==> src/rtl/rxw_pkg.sv <==
package rxw_pkg;
  typedef enum logic [2:0] {
    ST_IDLE, ST_DST, ST_DECIDE, ST_DATA, ST_PAD, ST_HDR, ST_DROP
  } rxw_state_e;

  localparam int MODE_BCAST   = 0;
  localparam int MODE_MCAST   = 1;
  localparam int MODE_PROMISC = 2;

  localparam logic [31:0] CRC_POLY = 32'h04C11DB7;

  // MSB-first register, data bits fed LSB first
  function automatic logic [31:0] crc_step(input logic [31:0] c, input logic [7:0] d);
    logic [31:0] r;
    r = c;
    for (int i = 0; i < 8; i++) begin
      if (r[31] ^ d[i]) r = {r[30:0], 1'b0} ^ CRC_POLY;
      else              r = {r[30:0], 1'b0};
    end
    return r;
  endfunction
endpackage

==> src/rtl/rxw_crc_hash.sv <==
module rxw_crc_hash import rxw_pkg::*; (
  input  logic       clk_i,
  input  logic       rst_ni,
  input  logic       clr_i,
  input  logic       en_i,
  input  logic [7:0] byte_i,
  output logic [5:0] idx_o
);
  logic [31:0] crc_q;

  always_ff @(posedge clk_i or negedge rst_ni) begin
    if (!rst_ni)     crc_q <= '1;
    else if (clr_i)  crc_q <= '1;
    else if (en_i)   crc_q <= crc_step(crc_q, byte_i);
  end

  assign idx_o = crc_q[31:26];
endmodule

==> src/rtl/rxw_addr_filter.sv <==
module rxw_addr_filter import rxw_pkg::*; (
  input  logic [47:0] dst_i,
  input  logic [47:0] sta_i,
  input  logic [2:0]  mode_i,
  input  logic [63:0] hash_i,
  input  logic [5:0]  idx_i,
  output logic        accept_o
);
  logic is_bcast, is_grp;

  assign is_bcast = &dst_i;
  assign is_grp   = dst_i[0];

  always_comb begin
    if (mode_i[MODE_PROMISC]) accept_o = 1'b1;
    else if (is_bcast)        accept_o = mode_i[MODE_BCAST];
    else if (is_grp)          accept_o = mode_i[MODE_MCAST] & hash_i[idx_i];
    else                      accept_o = (dst_i == sta_i);
  end
endmodule

==> src/rtl/rxw_ring_calc.sv <==
module rxw_ring_calc #(
  parameter int PG_W       = 8,
  parameter int LEN_W      = 12,
  parameter int CRC_LEN    = 4,
  parameter int FULL_BYTES = 1518
) (
  input  logic [PG_W-1:0]  chk_pg_i,
  input  logic [PG_W-1:0]  frm_pg_i,
  input  logic [PG_W-1:0]  start_pg_i,
  input  logic [PG_W-1:0]  stop_pg_i,
  input  logic [PG_W-1:0]  bnd_pg_i,
  input  logic [LEN_W-1:0] tot_len_i,
  output logic             full_o,
  output logic [PG_W-1:0]  next_pg_o
);
  localparam int AW = PG_W + 10;
  localparam int NW = PG_W + 2;
  localparam int SW = LEN_W + 2;

  logic [AW-1:0] cur_a, bnd_a, ring_a, avail;
  logic [NW-1:0] span_pg, ring_pg, sum_pg;

  always_comb begin
    cur_a  = AW'({chk_pg_i, 8'h00});
    bnd_a  = AW'({bnd_pg_i, 8'h00});
    ring_a = AW'({stop_pg_i, 8'h00}) - AW'({start_pg_i, 8'h00});
    if (cur_a < bnd_a) avail = bnd_a - cur_a;
    else               avail = ring_a - (cur_a - bnd_a);
    // msb set means the subtraction went negative
    full_o = (stop_pg_i <= start_pg_i) || avail[AW-1] || (avail < AW'(FULL_BYTES));
  end

  always_comb begin
    span_pg = NW'((SW'(tot_len_i) + SW'(CRC_LEN + 255)) >> 8);
    ring_pg = NW'(stop_pg_i) - NW'(start_pg_i);
    sum_pg  = NW'(frm_pg_i) + span_pg;
    next_pg_o = (sum_pg >= NW'(stop_pg_i)) ? PG_W'(sum_pg - ring_pg) : PG_W'(sum_pg);
  end
endmodule

==> src/rtl/rx_ring_writer.sv <==
module rx_ring_writer import rxw_pkg::*; #(
  parameter int PG_W      = 8,
  parameter int LEN_W     = 12,
  parameter int MAX_FRAME = 1514,
  parameter int MIN_FRAME = 60,
  parameter int HDR_LEN   = 4,
  parameter int CRC_LEN   = 4,
  localparam int ADDR_W   = PG_W + 8
) (
  input  logic              clk_i,
  input  logic              rst_ni,
  input  logic              halt_i,
  input  logic [2:0]        rx_mode_i,
  input  logic [PG_W-1:0]   ring_start_pg_i,
  input  logic [PG_W-1:0]   ring_stop_pg_i,
  input  logic [PG_W-1:0]   bnd_pg_i,
  input  logic [PG_W-1:0]   cur_pg_i,
  input  logic [47:0]       sta_addr_i,
  input  logic [63:0]       mc_hash_i,
  input  logic              s_valid_i,
  input  logic [7:0]        s_data_i,
  input  logic              s_last_i,
  output logic              s_ready_o,
  output logic              mem_we_o,
  output logic [ADDR_W-1:0] mem_addr_o,
  output logic [7:0]        mem_data_o,
  output logic [PG_W-1:0]   cur_pg_o,
  output logic [7:0]        rx_status_o,
  output logic              rx_done_o
);
  localparam logic [LEN_W-1:0] MAX_L = LEN_W'(MAX_FRAME);
  localparam logic [LEN_W-1:0] MIN_L = LEN_W'(MIN_FRAME);
  localparam logic [LEN_W-1:0] DST_L = LEN_W'(5);
  localparam int FULL_BYTES = MAX_FRAME + HDR_LEN;

  rxw_state_e        state_q;
  logic [LEN_W-1:0]  len_q, tot_len;
  logic [ADDR_W-1:0] wr_addr_q, wr_adv, start_a, stop_a, hdr_a;
  logic [PG_W-1:0]   fpg_q, next_pg;
  logic [47:0]       dst_q;
  logic [1:0]        hidx_q;
  logic              ended_q, hs, ring_full, accept;
  logic [5:0]        hash_idx;
  logic [7:0]        status_b;
  logic [15:0]       tot16;

  assign start_a  = {ring_start_pg_i, 8'h00};
  assign stop_a   = {ring_stop_pg_i, 8'h00};
  assign hdr_a    = {fpg_q, 8'h00} + ADDR_W'(hidx_q);
  assign wr_adv   = (wr_addr_q + 1'b1 == stop_a) ? start_a : wr_addr_q + 1'b1;
  assign tot_len  = len_q + LEN_W'(HDR_LEN);
  assign tot16    = 16'(tot_len);
  assign status_b = dst_q[0] ? 8'h21 : 8'h01;
  assign s_ready_o = (state_q == ST_DST) || (state_q == ST_DATA) || (state_q == ST_DROP);
  assign hs = s_valid_i & s_ready_o;

  rxw_crc_hash u_crc (
    .clk_i  (clk_i),
    .rst_ni (rst_ni),
    .clr_i  (state_q == ST_IDLE),
    .en_i   ((state_q == ST_DST) && hs),
    .byte_i (s_data_i),
    .idx_o  (hash_idx)
  );

  rxw_addr_filter u_filt (
    .dst_i    (dst_q),
    .sta_i    (sta_addr_i),
    .mode_i   (rx_mode_i),
    .hash_i   (mc_hash_i),
    .idx_i    (hash_idx),
    .accept_o (accept)
  );

  rxw_ring_calc #(
    .PG_W(PG_W), .LEN_W(LEN_W), .CRC_LEN(CRC_LEN), .FULL_BYTES(FULL_BYTES)
  ) u_ring (
    .chk_pg_i   (cur_pg_i),
    .frm_pg_i   (fpg_q),
    .start_pg_i (ring_start_pg_i),
    .stop_pg_i  (ring_stop_pg_i),
    .bnd_pg_i   (bnd_pg_i),
    .tot_len_i  (tot_len),
    .full_o     (ring_full),
    .next_pg_o  (next_pg)
  );

  always_comb begin
    mem_we_o   = 1'b0;
    mem_addr_o = wr_addr_q;
    mem_data_o = s_data_i;
    unique case (state_q)
      ST_DST:  mem_we_o = hs;
      ST_DATA: mem_we_o = s_valid_i && (len_q != MAX_L);
      ST_PAD: begin
        mem_we_o   = 1'b1;
        mem_data_o = 8'h00;
      end
      ST_HDR: begin
        mem_we_o   = 1'b1;
        mem_addr_o = hdr_a;
        unique case (hidx_q)
          2'd0:    mem_data_o = status_b;
          2'd1:    mem_data_o = 8'(next_pg);
          2'd2:    mem_data_o = tot16[7:0];
          default: mem_data_o = tot16[15:8];
        endcase
      end
      default: ;
    endcase
  end

  always_ff @(posedge clk_i or negedge rst_ni) begin
    if (!rst_ni) begin
      state_q     <= ST_IDLE;
      len_q       <= '0;
      wr_addr_q   <= '0;
      fpg_q       <= '0;
      dst_q       <= '0;
      hidx_q      <= '0;
      ended_q     <= 1'b0;
      cur_pg_o    <= '0;
      rx_status_o <= '0;
      rx_done_o   <= 1'b0;
    end else begin
      rx_done_o <= 1'b0;
      unique case (state_q)
        ST_IDLE: if (s_valid_i) begin
          fpg_q     <= cur_pg_i;
          wr_addr_q <= {cur_pg_i, 8'h00} + ADDR_W'(HDR_LEN);
          len_q     <= '0;
          hidx_q    <= '0;
          ended_q   <= 1'b0;
          state_q   <= (halt_i || ring_full) ? ST_DROP : ST_DST;
        end
        ST_DST: if (hs) begin
          // destination bytes are stored speculatively; header is written only on accept
          dst_q[8*len_q[2:0] +: 8] <= s_data_i;
          len_q     <= len_q + 1'b1;
          wr_addr_q <= wr_adv;
          if (len_q == DST_L) begin
            ended_q <= s_last_i;
            state_q <= ST_DECIDE;
          end else if (s_last_i) begin
            state_q <= ST_IDLE;
          end
        end
        ST_DECIDE: begin
          if (accept) state_q <= ended_q ? ST_PAD : ST_DATA;
          else        state_q <= ended_q ? ST_IDLE : ST_DROP;
        end
        ST_DATA: if (s_valid_i) begin
          if (len_q == MAX_L) begin
            state_q <= s_last_i ? ST_IDLE : ST_DROP;
          end else begin
            len_q     <= len_q + 1'b1;
            wr_addr_q <= wr_adv;
            if (s_last_i) state_q <= (len_q + 1'b1 < MIN_L) ? ST_PAD : ST_HDR;
          end
        end
        ST_PAD: begin
          len_q     <= len_q + 1'b1;
          wr_addr_q <= wr_adv;
          if (len_q + 1'b1 == MIN_L) state_q <= ST_HDR;
        end
        ST_HDR: begin
          hidx_q <= hidx_q + 1'b1;
          if (hidx_q == 2'd3) begin
            state_q     <= ST_IDLE;
            rx_done_o   <= 1'b1;
            cur_pg_o    <= next_pg;
            rx_status_o <= status_b;
          end
        end
        ST_DROP: if (hs && s_last_i) state_q <= ST_IDLE;
        default: state_q <= ST_IDLE;
      endcase
    end
  end


  a_r1_halt_no_write: assert property (@(posedge clk_i) disable iff (!rst_ni)
    (state_q == ST_IDLE && s_valid_i && halt_i) |=> !mem_we_o);

  a_r2_full_no_write: assert property (@(posedge clk_i) disable iff (!rst_ni)
    (state_q == ST_IDLE && s_valid_i && ring_full) |=> !mem_we_o);

  a_r10_addr_in_ring: assert property (@(posedge clk_i) disable iff (!rst_ni)
    mem_we_o |-> (mem_addr_o >= start_a && mem_addr_o < stop_a));

  a_r11_done_pulse: assert property (@(posedge clk_i) disable iff (!rst_ni)
    rx_done_o |=> !rx_done_o);
  a_r11_cur_hold: assert property (@(posedge clk_i) disable iff (!rst_ni)
    !rx_done_o |-> $stable(cur_pg_o));
  a_r8_done_after_hdr: assert property (@(posedge clk_i) disable iff (!rst_ni)
    $rose(rx_done_o) |-> $past(mem_we_o));
endmodule

==> config.mk <==
export PLATFORM = sky130hd
export DESIGN_NAME = rx_ring_writer
export DESIGN_NICKNAME = d
export VERILOG_FILES = /design/src/rtl/rxw_pkg.sv /design/src/rtl/rxw_crc_hash.sv /design/src/rtl/rxw_addr_filter.sv /design/src/rtl/rxw_ring_calc.sv /design/src/rtl/rx_ring_writer.sv
export SDC_FILE = /design/constraint.sdc
export NUM_CORES = 1
export LEC_CHECK = 0
export BUFFER_PORTS_ARGS = -buffer_cell sky130_fd_sc_hd__buf_2
export CAP_MARGIN = 20
export CORE_MARGIN = 3
export CORE_UTILIZATION = 60
export CTS_CLUSTER_DIAMETER = 40
export CTS_CLUSTER_SIZE = 8
export DETAILED_ROUTE_END_ITERATION = 7
export MAX_ROUTING_LAYER = met4
export PLACE_DENSITY = 0.88
export SKIP_LAST_GASP = 1
export SYNTH_ARGS = -nofsm -noshare
export SYNTH_HDL_FRONTEND = slang
export SYNTH_HIERARCHICAL = 1
export SYNTH_SLANG_ARGS = --single-unit
==> constraint.sdc <==
create_clock -name clk_i -period 9.7 [get_ports clk_i]
set_input_delay 1.94 -clock clk_i [delete_from_list [all_inputs] [get_ports clk_i]]
set_output_delay 1.94 -clock clk_i [all_outputs]
set_load 0.03 [all_outputs]
==> reports/results.txt <==
status = finished, final reports clean
Post-Syn Area = 12070 um2
worst hold path startpoint = rx_status_o[0]
Port Buffers = 196
maximum VDD drop = 0.1946 mV
CTS resizes = 0
top post-synthesis cells by area = dfrtp_1 21%, dfstp_2 7.0%, ha_1 6.9%, nand2_1 5.8%, xnor2_1 4.6%
antenna viol nets, final = 0
total overflow reported by the global router = 0
Cells after Synth = 1374
ys async rst share = 100.0%
sequential power share = 25.5%
clk buf depth = 2
maxcap violations = 0
vias in the first global route = 10650
Post-synth EDFFs = 0
critical path endpoint category = primary output
CP Data Arrival Time = 6.13 ns
Root Buffer = clkbuf_16
average vias per placed instance = 6.204
Ports = 203
Critical Path RT = 7.76 ns
number of synthesized register bits = 133
Worst R2R Path Depth = 24
Fin Setup TNS = 0 ns
worst hold slack = 0.4732 ns
Comb pwr share = 58.4%
number of hold buffers added after CTS = 0
Final Cell Area = 13690 um2
unrepaired setup endpoints after global routing = no
pin count of the biggest net entering global routing = 80
total CTS buffers = 17
worst hold path type = flop to flop
max-slew violations = 0
Startpoint Class = flop
starting density of the core = 61.59%
crit path from = len_q[4]
final worst setup slack = 1.626 ns
core area = 19590 um2
H-tree depth = 4
Clock Sinks = 133
Fmax = 123.9 MHz
Tot GR Track Use = 33.29%
clk_lat worst skew = 0.43 ns
minimum clock period = 8.074 ns
final count of hold timing violations = 0
Post-Route WL = 35650 um
critical path fanouts, max = 8
DR WL/cell = 19.77 um
Ys Warns = 6
# rows = 51
first-pass GRT wire length = 56260 um
FF-to-FF Start = len_q[4]
syn_area_per_cell = 8.781 um2
final cycle utilization of the critical path = 83.23%
Die Area = 21850 um2
Most used DFF post-synth = dfrtp_1
Post-CTS Setup Repair Bufs = 0
TritonCTS clock tree = done
chip width = 147.8 um
switching share of power = 44.92%
Synth top cells by count = 188 x nand2_1, 101 x dfrtp_1, 99 x o21ai_0
internal power = 0.002143 W
initial antenna violation count = 2
Post-DP HPWL = 26920 um
Die Ht = 147.8 um
Area after DPL = 13080 um2
Slew headroom = 31.01%
register area share after synthesis = 27.92%
DR iter-0 viols = 1070
Synth cell types = 91
Setup WS pre-CTS = 2.205 ns
PD cells = 284.3 nW/um2
crit path kind = flop to primary output
most frequent cell after synthesis = nand2_1
clock-pin transition on the worst setup and hold timing paths = 0.06 ns
post-synth top area share = 20.95%
Clock Skews = 0.01051 ns
DRC = 0
GPL Wtd Cong = 0.9919
R2R setup slack = 4.36 ns
synth-to-layout area growth = 13.43%
Final setup viols = 0
largest area contributor in the netlist = dfrtp_1
Min-Delay Path Depth = 1
Layout Nets = 1762
Clk network pwr share = 16.0%
RR Endpoint = cur_pg_o[7]
Worst Hold End = rx_status_o[0]
via count = 11185
drt first pass iters = 8
Worst-Margin Slew = 1.031 ns
layout cell share with drive strength beyond 1 = 22.40%
Net Sw Power = 0.001748 W
leakage = 6.427 nW
number of fill cells = 1516
[critical path: stages, from the launching register on]
cell,delay (ns)
dfrtp_1,0.48
nand2_1,0.11
nor2_1,0.28
nand3_1,0.19
xnor2_1,0.25
nand4_1,0.11
nor2_1,0.21
o21a_1,0.23
nor2_1,0.10
ha_1,0.28
a21o_1,0.17
a21oi_1,0.24
o21bai_1,0.14
a21oi_1,0.20
xor2_1,0.30
inv_1,0.09
ha_1,0.32
nand3_1,0.09
nand2_1,0.05
a41oi_1,0.16
a21oi_1,0.14
nor2_4,0.24
mux2_2,0.39
a221oi_1,0.33
nor2_1,0.07
a21oi_1,0.13
o21ai_0,0.14
buf_2,0.23
[power by group through the flow]
stage               clock network, W  registers [W]  logic [W]
floorplan                          0       0.000869    0.00182
global placement                   0       0.000984    0.00215
detailed placement                 0       0.000992    0.00222
CTS                         0.000628       0.000986    0.00224
global route                0.000653        0.00102    0.00246
finish                      0.000624       0.000993    0.00227
[cell usage in the layout, fill, tap and decap left out, types with 10 or more instances in the layout]
master and count:
a211o_1 19, a21oi_1 54, a22oi_1 13, a31oi_1 11
buf_2 195, clkbuf_16 17, dfrtp_1 101, dfstp_2 32
fa_1 12, ha_1 67, inv_1 96, mux2_2 29
mux2i_1 24, mux4_2 13, nand2_1 188, nand2b_1 13
nand3_1 25, nand4_1 31, nor2_1 61, nor2b_1 24
nor3_1 24, nor3b_1 10, nor4_1 20, o211ai_1 10
o21ai_0 99, xnor2_1 63, xnor3_1 16, xor2_1 57
[layer usage]
layer | global-route usage, % | vias to the layer above | routed length (um)
met4 | 9.553 | 0 | 774
met2 | 49.03 | 638 | 16130
met3 | 6.744 | 57 | 3942
li1 | - | 5150 | -
met1 | 47.00 | 5340 | 14810
met5 | - | - | 0
[cell type report]
cell class	instances	area [um2]	area share [%]
clock buffer	18	439.2	3.209
sequential	133	3368	24.61
inverter	99	371.6	2.715
timing repair buffer	204	1064	7.771
multi-input combinational	1068	7975	58.27
antenna	2	5.005	0.03657
clock inverter	14	131.4	0.9600
tap	265	331.6	2.423
[stage by stage]
| stage | total power, W | utilization [%] | cells |
|---|---|---|---|
| floorplan | 0.002687 | - | 1379 |
| global placement | 0.003132 | 66.74 | 1767 |
| detailed placement | 0.003209 | 66.74 | 1767 |
| CTS | 0.003858 | 69.66 | 1799 |
| global route | 0.004133 | 69.86 | 1803 |
| finish | 0.003891 | 69.86 | 1803 |
[sequential cells by signal, summed over array words and instances, names as in the netlist]
register	count
dst_q	48
u_crc/crc_q	32
wr_addr_q	16
len_q	12
cur_pg_o	8
fpg_q	8
state_q	3
hidx_q	2
rx_status_o	2
ended_q	1
rx_done_o	1
[cell families after synthesis]
group / share of synthesized area [%]
buffers and inverters: 6.253
muxes: 7.124
other: 0.03108
AOI/OAI and AO/OA: 16.82
DFF: 27.92
xor gates and xnor gates: 14.47
adders and majority gates: 8.939
and+or+nand+nor: 18.45
[worst max path at each step]
stage                    end  slack (ns)  depth (start not counted)
6_report       mem_data_o[0]        1.63                         27
5_1_grt        mem_data_o[0]        1.17                         27
4_1_cts        mem_data_o[0]        1.72                         27
3_5_place_dp   mem_data_o[0]        2.21                         27
3_3_place_gp   mem_data_o[0]        2.45                         25
2_1_floorplan  mem_data_o[1]        2.80                         27
Power figures use the tool's default switching activity.
